### src/rtl/srf_pkg.sv
package srf_pkg;
    localparam int DW   = 8;
    localparam int SELW = 3;
    localparam int PW   = 2 * DW;

    typedef logic [DW-1:0] byte_t;
    typedef logic [PW-1:0] word_t;

    typedef enum logic [SELW-1:0] {
        SEL_B = 3'd0, SEL_C = 3'd1, SEL_D = 3'd2, SEL_E = 3'd3,
        SEL_H = 3'd4, SEL_L = 3'd5, SEL_IND = 3'd6, SEL_A = 3'd7
    } sel_e;

    typedef enum logic [1:0] {XC_NONE = 2'd0, XC_AF = 2'd1, XC_BANK = 2'd2, XC_DEHL = 2'd3} xchg_e;
    typedef enum logic [1:0] {PO_NONE = 2'd0, PO_INC = 2'd1, PO_DEC = 2'd2, PO_SPHL = 2'd3} pair_op_e;
    typedef enum logic [1:0] {PR_BC = 2'd0, PR_DE = 2'd1, PR_HL = 2'd2, PR_SP = 2'd3} pair_e;

    typedef struct packed {
        byte_t a; byte_t f;
        byte_t b; byte_t c;
        byte_t d; byte_t e;
        byte_t h; byte_t l;
    } bank_t;

    typedef struct packed {
        logic            copy;
        logic            ind;
        logic            halt;
        logic [SELW-1:0] dst;
        logic [SELW-1:0] src;
    } mv_dec_t;

    typedef struct packed {
        logic  we;
        pair_e sel;
        word_t val;
    } pair_wr_t;

    function automatic byte_t pick(bank_t bk, logic [SELW-1:0] s);
        case (s)
            SEL_B:   return bk.b;
            SEL_C:   return bk.c;
            SEL_D:   return bk.d;
            SEL_E:   return bk.e;
            SEL_H:   return bk.h;
            SEL_L:   return bk.l;
            SEL_A:   return bk.a;
            default: return '0;
        endcase
    endfunction

    function automatic bank_t put(bank_t bk, logic [SELW-1:0] s, byte_t v);
        bank_t r = bk;
        case (s)
            SEL_B:   r.b = v;
            SEL_C:   r.c = v;
            SEL_D:   r.d = v;
            SEL_E:   r.e = v;
            SEL_H:   r.h = v;
            SEL_L:   r.l = v;
            SEL_A:   r.a = v;
            default: r = bk;
        endcase
        return r;
    endfunction
endpackage

### src/rtl/rf_move_decode.sv
module rf_move_decode
    import srf_pkg::*;
(
    input  logic       valid_i,
    input  logic [7:0] opcode_i,
    output mv_dec_t    dec_o
);
    localparam logic [1:0] MOVE_GROUP = 2'b01;

    logic in_group, dst_ind, src_ind;

    always_comb begin
        in_group   = valid_i && (opcode_i[7:6] == MOVE_GROUP);
        dst_ind    = (opcode_i[5:3] == SEL_IND);
        src_ind    = (opcode_i[2:0] == SEL_IND);
        dec_o.dst  = opcode_i[5:3];
        dec_o.src  = opcode_i[2:0];
        dec_o.halt = in_group && dst_ind && src_ind;
        dec_o.ind  = in_group && (dst_ind ^ src_ind);
        dec_o.copy = in_group && !dst_ind && !src_ind;
    end
endmodule

### src/rtl/rf_pair_unit.sv
module rf_pair_unit
    import srf_pkg::*;
(
    input  logic [1:0] op_i,
    input  logic [1:0] sel_i,
    input  word_t      bc_i,
    input  word_t      de_i,
    input  word_t      hl_i,
    input  word_t      sp_i,
    output pair_wr_t   wr_o
);
    word_t cur;

    always_comb begin
        case (pair_e'(sel_i))
            PR_BC:   cur = bc_i;
            PR_DE:   cur = de_i;
            PR_HL:   cur = hl_i;
            default: cur = sp_i;
        endcase
        wr_o.we  = (op_i != PO_NONE);
        wr_o.sel = pair_e'(sel_i);
        wr_o.val = cur;
        case (pair_op_e'(op_i))
            PO_INC:  wr_o.val = cur + word_t'(1);
            PO_DEC:  wr_o.val = cur - word_t'(1);
            PO_SPHL: begin
                wr_o.val = hl_i;
                wr_o.sel = PR_SP;
            end
            default: wr_o.val = cur;
        endcase
    end
endmodule

### src/rtl/rf_read_mux.sv
module rf_read_mux
    import srf_pkg::*;
(
    input  bank_t           bank_i,
    input  logic [SELW-1:0] sel_i,
    output byte_t           data_o,
    output logic            ind_o
);
    always_comb begin
        ind_o  = (sel_i == SEL_IND);
        data_o = pick(bank_i, sel_i);
    end
endmodule

### src/rtl/shadow_regfile.sv
module shadow_regfile
    import srf_pkg::*;
#(
    parameter logic [15:0] SP_RST = 16'hFFFF
) (
    input  logic        clk,
    input  logic        rst,
    input  logic        mv_valid_i,
    input  logic [7:0]  mv_opcode_i,
    input  logic        wr_en_i,
    input  logic [2:0]  wr_sel_i,
    input  logic [7:0]  wr_data_i,
    input  logic        f_we_i,
    input  logic [7:0]  f_data_i,
    input  logic [1:0]  pair_op_i,
    input  logic [1:0]  pair_sel_i,
    input  logic [1:0]  xchg_i,
    input  logic [2:0]  opnd_sel_i,
    output logic [7:0]  acc_o,
    output logic [7:0]  flags_o,
    output logic [7:0]  opnd_o,
    output logic        opnd_ind_o,
    output logic [15:0] bc_o,
    output logic [15:0] de_o,
    output logic [15:0] hl_o,
    output logic [15:0] sp_o,
    output logic        mv_ind_o,
    output logic        halt_o
);
    bank_t    main_q, main_nx, alt_q, alt_nx;
    word_t    sp_q, sp_nx;
    mv_dec_t  mv;
    pair_wr_t pw;

    rf_move_decode u_dec (
        .valid_i (mv_valid_i),
        .opcode_i(mv_opcode_i),
        .dec_o   (mv)
    );

    rf_pair_unit u_pair (
        .op_i (pair_op_i),
        .sel_i(pair_sel_i),
        .bc_i ({main_q.b, main_q.c}),
        .de_i ({main_q.d, main_q.e}),
        .hl_i ({main_q.h, main_q.l}),
        .sp_i (sp_q),
        .wr_o (pw)
    );

    rf_read_mux u_rd (
        .bank_i(main_q),
        .sel_i (opnd_sel_i),
        .data_o(opnd_o),
        .ind_o (opnd_ind_o)
    );

    always_comb begin
        main_nx = main_q;
        alt_nx  = alt_q;
        sp_nx   = sp_q;
        case (xchg_e'(xchg_i))
            XC_AF: begin
                main_nx.a = alt_q.a;  main_nx.f = alt_q.f;
                alt_nx.a  = main_q.a; alt_nx.f  = main_q.f;
            end
            XC_BANK: begin
                {main_nx.b, main_nx.c, main_nx.d, main_nx.e, main_nx.h, main_nx.l} =
                    {alt_q.b, alt_q.c, alt_q.d, alt_q.e, alt_q.h, alt_q.l};
                {alt_nx.b, alt_nx.c, alt_nx.d, alt_nx.e, alt_nx.h, alt_nx.l} =
                    {main_q.b, main_q.c, main_q.d, main_q.e, main_q.h, main_q.l};
            end
            XC_DEHL: begin
                {main_nx.d, main_nx.e} = {main_q.h, main_q.l};
                {main_nx.h, main_nx.l} = {main_q.d, main_q.e};
            end
            default: begin
                if (pw.we) begin
                    case (pw.sel)
                        PR_BC:   {main_nx.b, main_nx.c} = pw.val;
                        PR_DE:   {main_nx.d, main_nx.e} = pw.val;
                        PR_HL:   {main_nx.h, main_nx.l} = pw.val;
                        default: sp_nx = pw.val;
                    endcase
                end else if (mv_valid_i) begin
                    if (mv.copy)
                        main_nx = put(main_q, mv.dst, pick(main_q, mv.src));
                end else if (wr_en_i) begin
                    main_nx = put(main_q, wr_sel_i, wr_data_i);
                end
                if (f_we_i)
                    main_nx.f = f_data_i;
            end
        endcase
    end

    always_ff @(posedge clk) begin
        if (rst) begin
            main_q <= '0;
            alt_q  <= '0;
            sp_q   <= SP_RST;
        end else begin
            main_q <= main_nx;
            alt_q  <= alt_nx;
            sp_q   <= sp_nx;
        end
    end

    assign acc_o    = main_q.a;
    assign flags_o  = main_q.f;
    assign bc_o     = {main_q.b, main_q.c};
    assign de_o     = {main_q.d, main_q.e};
    assign hl_o     = {main_q.h, main_q.l};
    assign sp_o     = sp_q;
    assign mv_ind_o = mv.ind;
    assign halt_o   = mv.halt;

    AST_RESET_STATE: assert property (@(posedge clk)
        rst |=> (sp_o == SP_RST && acc_o == 8'h00 && flags_o == 8'h00 && hl_o == 16'h0000));

    AST_HALT_NOT_IND: assert property (@(posedge clk) disable iff (rst)
        !(halt_o && mv_ind_o));

    AST_HALT_HOLDS: assert property (@(posedge clk) disable iff (rst)
        (halt_o && xchg_i == 2'd0 && pair_op_i == 2'd0)
        |=> $stable({acc_o, bc_o, de_o, hl_o, sp_o}));

    AST_AF_SWAP: assert property (@(posedge clk) disable iff (rst)
        (xchg_i == 2'd1) |=> (acc_o == $past(alt_q.a) && alt_q.f == $past(flags_o)
                              && $stable({bc_o, de_o, hl_o, sp_o})));

    AST_BANK_SWAP: assert property (@(posedge clk) disable iff (rst)
        (xchg_i == 2'd2) |=> (hl_o == $past({alt_q.h, alt_q.l})
                              && $stable({acc_o, flags_o, sp_o})));

    AST_SP_WRAP: assert property (@(posedge clk) disable iff (rst)
        (xchg_i == 2'd0 && pair_op_i == 2'd1 && pair_sel_i == 2'd3)
        |=> sp_o == $past(sp_o) + 16'd1);

    AST_PAIR_KEEPS_F: assert property (@(posedge clk) disable iff (rst)
        (xchg_i == 2'd0 && pair_op_i != 2'd0 && !f_we_i) |=> $stable(flags_o));

    AST_XCHG_DROPS_SP: assert property (@(posedge clk) disable iff (rst)
        (xchg_i != 2'd0) |=> $stable(sp_o));
endmodule

### config.mk
export PLATFORM = sky130hd
export DESIGN_NAME = shadow_regfile
export DESIGN_NICKNAME = d
export VERILOG_FILES = /design/src/rtl/srf_pkg.sv /design/src/rtl/rf_move_decode.sv /design/src/rtl/rf_pair_unit.sv /design/src/rtl/rf_read_mux.sv /design/src/rtl/shadow_regfile.sv
export SDC_FILE = /design/constraint.sdc
export NUM_CORES = 1
export LEC_CHECK = 0
export ABC_AREA = 1
export BUFFER_PORTS_ARGS = -buffer_cell sky130_fd_sc_hd__buf_2
export CAP_MARGIN = 5
export CELL_PAD_IN_SITES_DETAIL_PLACEMENT = 1
export CELL_PAD_IN_SITES_GLOBAL_PLACEMENT = 1
export CORE_MARGIN = 5
export CORE_UTILIZATION = 44
export CTS_CLUSTER_DIAMETER = 80
export CTS_CLUSTER_SIZE = 16
export DETAILED_ROUTE_END_ITERATION = 12
export GPL_TIMING_DRIVEN = 0
export PLACE_DENSITY = 0.88
export REMOVE_ABC_BUFFERS = 1
export SYNTH_ARGS = -nofsm -noshare
export SYNTH_HDL_FRONTEND = slang
export SYNTH_HIERARCHICAL = 1
export SYNTH_SLANG_ARGS = --single-unit
export TNS_END_PERCENT = 1
### constraint.sdc
create_clock -name clk -period 7.8 [get_ports clk]
set_clock_uncertainty 0.2 [all_clocks]
set_input_delay 0 -clock clk [delete_from_list [all_inputs] [get_ports clk]]
set_output_delay 0 -clock clk [all_outputs]
set_load 0.05 [all_outputs]
# --- After elaboration in Yosys (flattened, before gate mapping) ---
# Cells that the tools add are included.
word_totals:
  mem_bits_rw: 0
  reg_bits: 144
  mem_bits_ro: 0
  in_bits: 41
  memories: 0
  latch_bits: 0
  out_inout_bits: 91
  word_cells: 147
op_classes:
  eq_ne: 52
  div: 0
  mul: 0
  n_lt_le_gt_ge: 0
  n_mux: 31
  addsub: 2
  n_reduce_logical: 39
  n_shift: 0
  n_bitwise: 6
op_table:
  columns: ["cell", "count"]
  rows:
  - ["64-bit two-way mux", 3]
  - ["8-bit two-way mux", 15]
  - ["8-bit case mux with 7 select lines", 2]
  - ["16-bit case mux with 3 select lines", 2]
  - ["32-bit case mux with 3 select lines", 1]
  - ["16-bit two-way mux", 4]
  - ["16-bit case mux with 2 select lines", 2]
  - ["48-bit two-way mux", 1]
  - ["3-bit equality test (second input constant)", 15]
  - ["6-bit AND reduction", 7]
  - ["5-bit by 1-bit inequality test with 1-bit output (second input constant)", 5]
  - ["5-bit nonzero test", 5]
  - ["3-bit by 2-bit equality test with 1-bit output (second input constant)", 8]
  - ["4-bit by 1-bit inequality test with 1-bit output (second input constant)", 5]
  - ["16-bit by 1-bit adder with 16-bit output (second input constant)", 1]
  - ["16-bit by 1-bit subtractor with 16-bit output (second input constant)", 1]
  - ["2-bit equality test (second input constant)", 6]
  - ["3-bit by 1-bit equality test with 1-bit output (second input constant)", 4]
  - ["3-bit zero test", 4]
  - ["4-bit nonzero test", 3]
  - ["2-bit by 1-bit equality test with 1-bit output (second input constant)", 5]
  - ["3-bit by 1-bit inequality test with 1-bit output (second input constant)", 3]
  - ["1-bit logical AND", 6]
  - ["3-bit nonzero test", 2]
  - ["other kinds (11)", 20]

# --- Logic depth before layout (Yosys ltp) ---
# Gate-level depths: netlist (run 1).
depth:
  word_depth: 9
  depth_mapped: 24
  depth_no_buf: 22

# --- Cells and area by module ---
# The synthesis (run 1) kept the hierarchy.
by_module_without_submodules:
  columns: ["module", "cells_per_inst", "area_each_um2", "n_inst", "seq_area_each_um2"]
  rows:
  - ["shadow_regfile", 1020, 6824.0, 1, 2882.8]
  - ["rf_pair_unit", 316, 1705.4, 1, 0.0]
  - ["rf_read_mux", 130, 716.9, 1, 0.0]
  - ["rf_move_decode", 19, 115.1, 1, 0.0]

# --- Least setup slack after synthesis (run 1) ---
# OpenSTA, ideal clock, no wires.
synth_timing:
  path_type: "flip-flop to flip-flop"
  startpoint: "register main_q, in the netlist hl_o[1]"
  endpoint: "register main_q, in the netlist de_o[14]"
  path_slack_ps: 4944
  synth_period_minus_slack_ps: 2856
  required_time_ps: 7530
  arrival_ps: 2586
  stages_incl_launch_ff: 18
  path_buffers: 0
  setup_ps: 70
  cell_sequence: "dfxtp_1 > inv_1 > o2111ai_1 > o21ai_0 > fa_1 > inv_1 > nand3_1 > nand3_1 > nand2_1 > inv_1 > nor2_1 > nand2_1 > nand3_1 > a21oi_1 > nand2_1 > nand2_1 > nand2_1 > a21oi_1"
synth_lines:
  columns: ["element", "line_no", "source"]
  rows:
  - ["start, declared", "shadow_regfile.sv:30", "bank_t main_q, main_nx, alt_q, alt_nx;"]
  - ["start signal, assigned", "shadow_regfile.sv:103", "main_q <= main_nx;"]

==> results of run 1 <==
[worst min-delay path, stage by stage]
cell     delay, ns
buf_2         0.23
nand3_1       0.15
nand2_1       0.06
nor2_1        0.10
a21oi_1       0.08
[cell usage after synthesis, types with 18 or more instances]
cell | number | share of area (%)
a21oi_1 | 143 | 7.6
buf_2 | 24 | 1.3
clkbuf_1 | 43 | 1.7
dfxtp_1 | 144 | 31
ha_1 | 18 | 2.4
inv_1 | 105 | 4.2
nand2_1 | 392 | 16
nand3_1 | 68 | 3.6
nand3_2 | 20 | 2.1
nand4_1 | 61 | 4.1
nor2_1 | 157 | 6.3
o21ai_0 | 185 | 9.9
[metal layers]
layer	track usage (%)	wire length (um)	vias to the layer above
li1	-	-	5119
met1	39.24	15950	5512
met2	54.24	19000	540
met3	7.212	3181	169
met4	16.63	2195	0
met5	0	0	-
[repair_timing]
item | 4_1_cts | 5_1_grt
endpoints found under the setup margin | 0 | 0
hold buffers | 35 | 0
endpoints found under the hold margin | 18 | 0
[state kept, by name, summed over array words and instances (netlist names)]
signal   flops
flags_o      8
bc_o        16
sp_o        16
alt_q       64
hl_o        16
de_o        16
acc_o        8
[cell type report]
type	count	area, um2	area share [%]
antenna	2	5.005	0.04622
clock buffer	17	425.4	3.928
clock inverter	15	165.2	1.525
inverter	122	475.5	4.391
multi-input combinational	1128	5505	50.84
sequential	144	2883	26.62
tap	275	344.1	3.177
timing repair buffer	167	1026	9.474
[through the flow]
stage               hold WS [ns]  setup WS, ns  cell area (um2)  power (uW)  utilization, %
finish                   0.03671         4.220            10830        2383           51.68
global placement         0.08115         3.803             9858        1502           47.04
detailed placement       0.09579         4.023             9883        1523           47.16
global route             0.03016         4.056            10820        2471           51.65
CTS                     0.006900         4.343            10820        2360           51.65
floorplan                -0.1306         4.932             8859        1290               -
[power breakdown]
part / switching, uW / leakage (uW) / total, uW / internal [uW]
logic: 493 / 0.00371 / 664 / 172
clock network: 400 / 0.000287 / 830 / 430
registers: 96.9 / 0.00119 / 888 / 792
total: 989 / 0.00519 / 2380 / 1390
[final timing paths]
| check | slack (ns) | startpoint | to | depth (start not counted) |
|---|---|---|---|---|
| worst max-delay path | 4.22 | pair_sel_i[0] | de_o[12]$_SDFFE_PP0P_ | 21 |
| worst min-delay path | 0.04 | xchg_i[1] | hl_o[7]$_SDFFE_PP0P_ | 5 |
| worst max register to register | 4.22 | hl_o[3]$_SDFFE_PP0P_ | de_o[12]$_SDFFE_PP0P_ | 18 |
| worst min register to register | 0.28 | alt_q[50]$_SDFFE_PP0P_ | flags_o[2]$_SDFFE_PP0P_ | 2 |
[cells by family (layout without fill, tap and decap cells)]
| kind of cell | count (synthesis) | in the layout | synth area share [%] |
|---|---|---|---|
| adders and majority gates | 19 | 19 | 2.620 |
| buffers and inverters | 213 | 321 | 10.40 |
| AOI/OAI and AO/OA | 369 | 369 | 20.85 |
| and+or+nand+nor | 738 | 738 | 35.15 |
| other | 0 | 2 | 0 |
| xor gates and xnor gates | 2 | 2 | 0.1871 |
| DFF | 144 | 144 | 30.79 |
==> impl_metrics.ini, run 1 <==
[clock_network]
root_buffer = clkbuf_16
clkLatencyLatePin_ns = 0.45
cts_made_buffers = 17
post_cts_resized = 0
cts_buffer_depth = 2
clock-sinks = 144
clk_pin_slew_ns = 0.07
htreeDepth = 4
cts_tree = built
post-cts-setup-buffers = 0

[timing]
fin_crit_ns = 3.580
worst_pin_slew_ns = 1.030
rsz0062_at_grt = no
finalCritPeriodShare_pct = 45.90
setup_viol = 0
slew_headroom_pct = 31.15
finalHoldViolations = 0
slew_viol_final = 0
fin_tns_setup_ns = 0
max_freq_mhz = 279.3

[drt]
viasPerCell = 6.064
routed_wl_mm = 40.32
wl_per_cell_um = 21.56
drc = 0
drt_iter0_drc = 877
firstDrtPassIters = 5
detail-route-antenna-nets = 0
via_count = 11340

[grt]
grt_first_pass_wirelength_mm = 62.36
grt_pass1_vias = 11351
antenna_found_initial = 1
grtUsageTotal_pct = 32.48
grt_overflow = 0
grt_max_degree = 136

[layout]
area.growth.synth_to_final_pct = 15.68
layout_commonest_cell = nand2_1
final_cell_mix = nand2_1 (392), o21ai_0 (185), nor2_1 (157)
drive_gt1_share_pct = 14.63
finalNonFillerCells = 1870
fillCellCount = 2882
num-nets-final = 1640

[placement]
place_hpwl_mm = 26.96
place_congestion = 0.9381
port_buffers = 131
placedCellCount = 1801

[die]
die_y_um = 155.9
die_w_um = 155.9
dieArea_mm2 = 0.02429
pin_count = 132
rows = 53
initial_core_util_pct = 44.67
coreArea_mm2 = 0.02096

[synth]
yosysSeqAreaShare_pct = 30.79
async_flop_share_pct = 0
synthCells = 1485
yosys.cell_types.count = 47
syn_area_mm2 = 0.009361
synth_edf_count = 0
avgSynthCellArea_um2 = 6.304
synth_seq_cells = 144
ys.flop_type = dfxtp_1
yosys_warnings = 6

[power]
ir_worst_vdd_mv = 0.1395
powerDensity_mw_per_mm2 = 220.0
leakage_uw = 0.005186

[worst_setup_path]
critPathMaxStageDelay_ns = 0.59
criticalPathCategory = in2reg
crit_chain = buf_2 > inv_2 > nor2_2 > nand2_1 > nand3_1 > o21ai_0 > inv_1 > ha_1 > a21oi_1 > o21ai_0 > nand2_1 > nand3_1 > nand2_1 > inv_1 > o21ai_0 > nand3_1 > a21oi_1 > nand2_1 > nand2_1 > nand2_1 > a21oi_1
cp.arrival_ns = 3.75
path_common_cell = nand2_1
critPathCaptureType = register
path_buf_inv = 4
crit_required_ns = 7.97
critPathMaxFanout = 18
critPathTopFamily = simple AND/OR/NAND/NOR gates
slowest_stage = nor2_2
crit_path_start_kind = input port

[status]
status = finished clean

[min_path]
hold_class = in2reg

[flow_run]
drv_cap = 0
(Power assumes the default switching activity.)
==> inputs of run 2 (changes only) <==
Settings changed: CORE_UTILIZATION 44 to 37, PLACE_DENSITY 0.88 to 0.79.
Clock period 7.8 ns to 3 ns, I/O delays scaled along.
==> run 2 against run 1 <==
Register-to-register slack lost 4.2 ns. Sequential share of layout area shrank 0.74 points. Worst setup slack lost 4.2 ns. Power grew to 2.6 times the previous value. Critical path depth shrank 2. Utilization shrank 6.2 points. First-iteration DRC count grew 20%. Flip-flop and latch count is the same. Die area grew 18%. Final cell count grew 3.6%. Global-route usage shrank 5.3 points. Non-clock buffer count grew 15. Largest cell class unchanged.
==> impl_metrics.ini, run 2 (synthesized netlist as in run 1, its figures left out) <==
[timing]
worst_pin_slew_ns = 1.095
max_freq_mhz = 338.4
slew_headroom_pct = 26.80
finalHoldViolations = 0
setup_viol = 0
fin_tns_setup_ns = 0
finalCritPeriodShare_pct = 98.50
fin_crit_ns = 2.955
worst_slack_ns = 0.04496
slew_viol_final = 0
rsz0062_at_grt = yes

[clock_network]
cts_buffer_depth = 2
clkLatencyLatePin_ns = 0.44
cts_tree = built
clk_pin_slew_ns = 0.06
htreeDepth = 4
clock-sinks = 144
cts_made_buffers = 17
root_buffer = clkbuf_16

[worst_setup_path]
crit_path_start_kind = register
critPathMaxStageDelay_ns = 0.36
criticalPathCategory = reg2reg
r2r_start = hl_o[4]$_SDFFE_PP0P_
cp.arrival_ns = 3.12
r2r_slack_ns = 0.04
crit_required_ns = 3.17
path_buf_inv = 2
rr_worst_depth = 19
critPathMaxFanout = 5
critPathCaptureType = register
critPathTopFamily = simple AND/OR/NAND/NOR gates
crit_chain = o21ai_1 > nand3_1 > o21ai_2 > inv_2 > ha_4 > nand2_2 > nor3_4 > nand3_1 > nand3_2 > nand2_1 > inv_1 > nor2_1 > nand2_1 > nand3_1 > a21oi_2 > nand2_1 > nand2_2 > nand2_2 > a21oi_2
slowest_stage = dfxtp_4
r2r-end = hl_o[12]$_SDFFE_PP0P_

[drt]
detail-route-antenna-nets = 0
via_count = 11091
drt_iter0_drc = 1049
wl_per_cell_um = 20.71
firstDrtPassIters = 6
drc = 0
routed_wl_mm = 40.13
viasPerCell = 5.723

[layout]
fillCellCount = 3325
largest_reg_flops = 64
diodes = 0
num-nets-final = 1655
final_cell_mix = nand2_1 (380), o21ai_0 (161), nor2_1 (156)
top_register = alt_q
layout_commonest_cell = nand2_1
area.growth.synth_to_final_pct = 21.54
finalNonFillerCells = 1938
drive_gt1_share_pct = 21.83

[power]
power_switching_uw = 2492
ir_worst_vdd_mv = 0.2752
p_sw_share_pct = 40.42
p_comb_share_pct = 30.4
p_int_uw = 3673
clkPwrFrac_pct = 32.3
seq_power_share_pct = 37.3
powerDensity_mw_per_mm2 = 541.8
leakage_uw = 0.005284

[placement]
place_congestion = 0.9419
placedCellCount = 1856
place_hpwl_mm = 27.52
pre_cts_slack_ns = -0.8020
port_buffers = 131

[min_path]
min_from = xchg_i[1]
hold_class = in2reg
hold_end = hl_o[7]$_SDFFE_PP0P_
hold_path_depth = 5

[die]
die_w_um = 169.1
dieArea_mm2 = 0.02858
pin_count = 132
die_y_um = 169.1
coreArea_mm2 = 0.02504
rows = 58
initial_core_util_pct = 37.39

[status]
status = finished clean

[grt]
grtUsageTotal_pct = 27.15
grt_overflow = 0
antenna_found_initial = 3
grt_max_degree = 136
grt_first_pass_wirelength_mm = 61.27
grt_pass1_vias = 10905

[flow_run]
drv_cap = 0
[run 2: final cells by class]
| class | instances | area (um2) | area share (%) |
|---|---|---|---|
| clock buffers | 19 | 442.9 | 3.893 |
| multi-input cells | 1128 | 5853 | 51.44 |
| clock inverters | 13 | 90.09 | 0.7917 |
| inverters | 122 | 475.5 | 4.179 |
| repair buffers | 182 | 1159 | 10.18 |
| flip-flops and latches | 144 | 2945 | 25.89 |
| well taps | 330 | 412.9 | 3.629 |
[run 2: repair_timing]
item,CTS,global route
gates resized for setup,51,89
hold buffers,34,0
endpoints found under the hold margin,21,0
pin swaps,6,25
setup buffers,1,15
setup endpoints to repair,39,37
[run 2: power groups by stage]
stage          combinational [uW]  clock (uW)  sequential (uW)
3_3_place_gp                 1590           0             2330
3_5_place_dp                 1640           0             2330
5_1_grt                      2020        2100             2310
4_1_cts                      1730        2010             2300
6_report                     1870        1990             2300
2_1_floorplan                 825           0             2530
[run 2: worst min-delay path: cells and delay by family]
kind | cells | cell delay [ns]
buf+inv | 1 | 0.20
compound gates | 1 | 0.08
simple gates | 3 | 0.33
[run 2: stage by stage]
step	utilization [%]	total power (uW)	cell area [um2]	hold WS, ns
after floorplan	-	3353	8859	-0.1306
final	45.45	6165	11380	0.01144
after global placement	39.65	3914	9927	0.07218
after detailed placement	39.78	3968	9960	0.08265
after global routing	45.45	6429	11380	0.06568
after CTS	43.94	6032	11000	0.01455
[run 2: metal layers]
layer,routed length [um],part of all wire [%],global-route usage (%),vias to the layer above
li1,-,-,-,5157
met4,1559,3.9,10.29,6
met3,3132,7.8,6.165,114
met1,16240,40,33.89,5377
met5,50,0.12,0,-
met2,19150,48,45.71,437
[run 2: worst max path at each step]
stage                     depth (start not counted)  slack, ns                  from                endpoint
after floorplan                                  17       0.13  hl_o[1]$_SDFFE_PP0P_   de_o[12]$_SDFFE_PP0P_
after global routing                             19      -0.12  hl_o[4]$_SDFFE_PP0P_   hl_o[12]$_SDFFE_PP0P_
after detailed placement                         21      -0.80         pair_sel_i[0]   de_o[14]$_SDFFE_PP0P_
final                                            19       0.04  hl_o[4]$_SDFFE_PP0P_   hl_o[12]$_SDFFE_PP0P_
after CTS                                        19      -0.01  hl_o[5]$_SDFFE_PP0P_   de_o[14]$_SDFFE_PP0P_
after global placement                            4      -1.08                   rst  alt_q[36]$_SDFFE_PP0P_
